==> src/rtl/remap_pkg.sv <==
package remap_pkg;
  typedef enum logic {
    SEL_HALF = 1'b0,
    SEL_PAGE = 1'b1
  } cfg_sel_e;
endpackage

==> src/rtl/remap_cfg_regs.sv <==
module remap_cfg_regs #(
  parameter int PAGE_BITS = 8
) (
  input  logic                 clk,
  input  logic                 rst,
  input  logic                 we,
  input  logic                 sel,
  input  logic [PAGE_BITS-1:0] wdata,
  output logic                 half_q,
  output logic [PAGE_BITS-1:0] page_q
);
  import remap_pkg::*;

  always_ff @(posedge clk) begin
    if (rst) begin
      half_q <= 1'b0;
      page_q <= '0;
    end else if (we) begin
      if (cfg_sel_e'(sel) == SEL_HALF) half_q <= wdata[0];
      else                             page_q <= wdata;
    end
  end
endmodule

==> src/rtl/remap_addr_path.sv <==
module remap_addr_path #(
  parameter int ADDR_W    = 24,
  parameter int PAGE_BITS = 8
) (
  input  logic [ADDR_W-1:0]    a_in,
  input  logic                 half_sel,
  input  logic [PAGE_BITS-1:0] page,
  output logic [ADDR_W-1:0]    a_out,
  output logic                 hit
);
  localparam int HB = ADDR_W - PAGE_BITS - 1;

  logic [ADDR_W-1:0] shifted;
  logic [ADDR_W-1:0] shared;

  assign shifted[HB-1:0] = a_in[HB-1:0];
  assign shifted[ADDR_W-1] = 1'b0;
  for (genvar i = 0; i < PAGE_BITS; i++) begin : g_down
    assign shifted[HB+i] = a_in[HB+1+i];
  end

  assign shared = {page, a_in[HB:0]};

  always_comb begin
    hit   = ~(a_in[HB] ^ half_sel);
    a_out = hit ? shared : shifted;
  end
endmodule

==> src/rtl/bank_common_remap.sv <==
module bank_common_remap #(
  parameter int ADDR_W    = 24,
  parameter int PAGE_BITS = 8
) (
  input  logic                 clk,
  input  logic                 rst,
  input  logic                 cfg_we,
  input  logic                 cfg_sel,
  input  logic [PAGE_BITS-1:0] cfg_wdata,
  input  logic [ADDR_W-1:0]    cpu_addr,
  output logic [ADDR_W-1:0]    mem_addr,
  output logic                 common_hit
);
  logic                 half_q;
  logic [PAGE_BITS-1:0] page_q;

  remap_cfg_regs #(.PAGE_BITS(PAGE_BITS)) u_regs (
    .clk(clk), .rst(rst), .we(cfg_we), .sel(cfg_sel), .wdata(cfg_wdata),
    .half_q(half_q), .page_q(page_q)
  );

  remap_addr_path #(.ADDR_W(ADDR_W), .PAGE_BITS(PAGE_BITS)) u_path (
    .a_in(cpu_addr), .half_sel(half_q), .page(page_q),
    .a_out(mem_addr), .hit(common_hit)
  );
endmodule

==> config.mk <==
export PLATFORM = sky130hd
export DESIGN_NAME = bank_common_remap
export DESIGN_NICKNAME = d
export VERILOG_FILES = /design/src/rtl/remap_pkg.sv /design/src/rtl/remap_cfg_regs.sv /design/src/rtl/remap_addr_path.sv /design/src/rtl/bank_common_remap.sv
export SDC_FILE = /design/constraint.sdc
export NUM_CORES = 1
export LEC_CHECK = 0
export ABC_AREA = 1
export BUFFER_PORTS_ARGS = -buffer_cell sky130_fd_sc_hd__buf_2
export CAP_MARGIN = 5
export CORE_MARGIN = 1.5
export CORE_UTILIZATION = 33
export CTS_BUF_LIST = sky130_fd_sc_hd__clkbuf_4
export DETAILED_ROUTE_END_ITERATION = 6
export HOLD_SLACK_MARGIN = 0.12
export PLACE_DENSITY_LB_ADDON = 0.12
export SLEW_MARGIN = 20
export SYNTH_ARGS = -nofsm -noshare
export SYNTH_HDL_FRONTEND = slang
export SYNTH_SLANG_ARGS = --single-unit
==> constraint.sdc <==
create_clock -name clk -period 1.5 [get_ports clk]
set_clock_uncertainty 0.05 [all_clocks]
set_input_delay 0.225 -clock clk [delete_from_list [all_inputs] [get_ports clk]]
set_output_delay 0.225 -clock clk [all_outputs]
set_load 0.03 [all_outputs]
==> flow_summary.ini <==
[status]
status = completed

[timing]
setup_viol = 0
period_share_pct = 96.3
slew_headroom_pct = 86.1
fmax_mhz = 693
drv_slew = 0
worst_pin_slew_ps = 208
tns_ps = 0
hold_violations = 0
period_minus_slack_ps = 1440

[die]
dieArea_um2 = 2050
rows = 15
core-area_um2 = 1710
die_h_um = 45.3
fp.dieW_um = 45.3
floorplan.initialDensity_pct = 34.6
ios = 61

[power_and_ir_drop]
p_leak_nw = 0.368
p_per_area_nw_per_um2 = 920
peakVddDrop_mv = 0.398
power_uw = 637

[finish]
drive_gt1_share_pct = 39.0
fin_area_um2 = 693
nNetsFinal = 142
fill_cells = 204
synthToLayoutAreaGrowth_pct = 17.4
layout_commonest_cell = buf_2
utilization_pct = 40.6
antennaDiodeCount = 0
layout_common_cells = 28 x buf_2, 25 x nand2_1, 16 x nand3_1

[place]
place_area_um2 = 641
gp_congestion = 0.709
portBuffers = 30

[clock_tree]
cts_setup_buffers = 0
clk_pin_slew_ps = 60
clockBufferDepth = 2
clk_latency_ps = 250
root_buffer = clkbuf_4
cts_max_level = 1
numClockSinks = 9
tritoncts = done
cts_made_buffers = 3

[critical_path]
r2r_setup_slack_ps = 840
reg2reg_depth = 2
critPathRequiredTime_ps = 1220
worst_setup_path_end_kind = output pin
critPathKind = register to output pin
startpoint_type = register
arrival_ps = 1170
cp_max_fo = 8

[global_routing]
antenna_found_initial = 0
grt-ovfl-total = 0
grt_pass1_wl_um = 1890
grt_max_degree = 12
grt_pass1_vias = 454
grt_use_total_pct = 13.0

[route]
via_count = 590
drtIter0Drc = 8
antenna_left = 0
wire_per_inst_um = 11.0
first_pass_iters = 3
vias_per_cell = 4.54
drcViolationCount = 0
wl_um = 1420

[synthesis]
synth-warning-count = 0
synthesis.nets = 124
ys_ff_latch = 9
syn_inst = 88
synth_cell_types = 12
ys_seq_area_share_pct = 30.5
syn_area_per_cell_um2 = 6.71
syn_area_um2 = 591

[min_path]
hold_path_class = input port to register
min_path_cells = 3

[run]
maxCapViolations = 0
==> kinds of logic after synthesis <==
family | share of synthesized area [%]
flops | 30.5
compound gates | 8.90
buf+inv | 25.4
simple gates | 35.2
==> sequential cells by signal, summed over array words and instances (netlist names) <==
| name | cells |
|---|---|
| u_regs.half_q | 1 |
| u_regs.page_q | 8 |
==> per-stage QoR <==
stage               hold slack (ps)  instances  setup slack, ps
floorplan                       327         88              210
global placement                400        125              262
detailed placement              400        125              250
CTS                             165        129             53.1
global route                    176        130            -5.10
finish                          173        130             56.1
==> critical path, cell delays in order, from the launching register on <==
cell	delay, ps
dfxtp_2	340
inv_2	90
nand2_4	80
nand2_4	100
nand2_1	60
nand2_1	70
clkbuf_4	190
==> per-layer routing <==
layer | track usage (%) | vias up | wire (µm)
met5 | 0 | - | 0
met4 | 10.0 | 0 | 17
met3 | 2.40 | 4 | 93
met2 | 19.4 | 28 | 688
met1 | 16.3 | 255 | 624
li1 | - | 303 | -
==> cell type report <==
class                      instances  area, µm²  share of cell area [%]
tap                               25       31.3                    4.51
multi-input combinational         57        277                    39.9
clock buffer                       4       30.0                    4.33
timing repair buffer              30        155                    22.4
sequential                         9        181                    26.2
inverter                           5       18.8                    2.71
==> where the power goes <==
part           internal (mW)  total, mW  switching (mW)
Combinational         0.0618      0.177           0.115
Clock                  0.120      0.202          0.0813
Sequential             0.251      0.259         0.00794
Total                  0.433      0.637           0.204
==> path summary, 6_finish.rpt <==
kind / start / endpoint
worst max-delay path: u_regs.half_q / mem_addr[19]
worst min-delay path: cfg_wdata[3] / u_regs.page_q[3]
worst max register to register: u_regs.half_q / u_regs.half_q
worst min register to register: u_regs.page_q[7] / u_regs.page_q[7]
==> synthesized netlist by cell type (all sizes together) <==
master  number  area, µm²
inv          5       18.8
nor2         1       3.75
clkbuf       1       3.75
buf         17        128
a21boi       1       7.51
dfxtp        9        180
nand2       29        124
a21oi        9       45.0
nand3       16       80.1
==> repair_timing <==
item	4_1_cts	5_1_grt
hold buffers	0	0
endpoints found under the setup margin	7	2
gates cloned	0	1
resized for setup	3	2
Note: power is estimated with default switching activity, not from simulation.
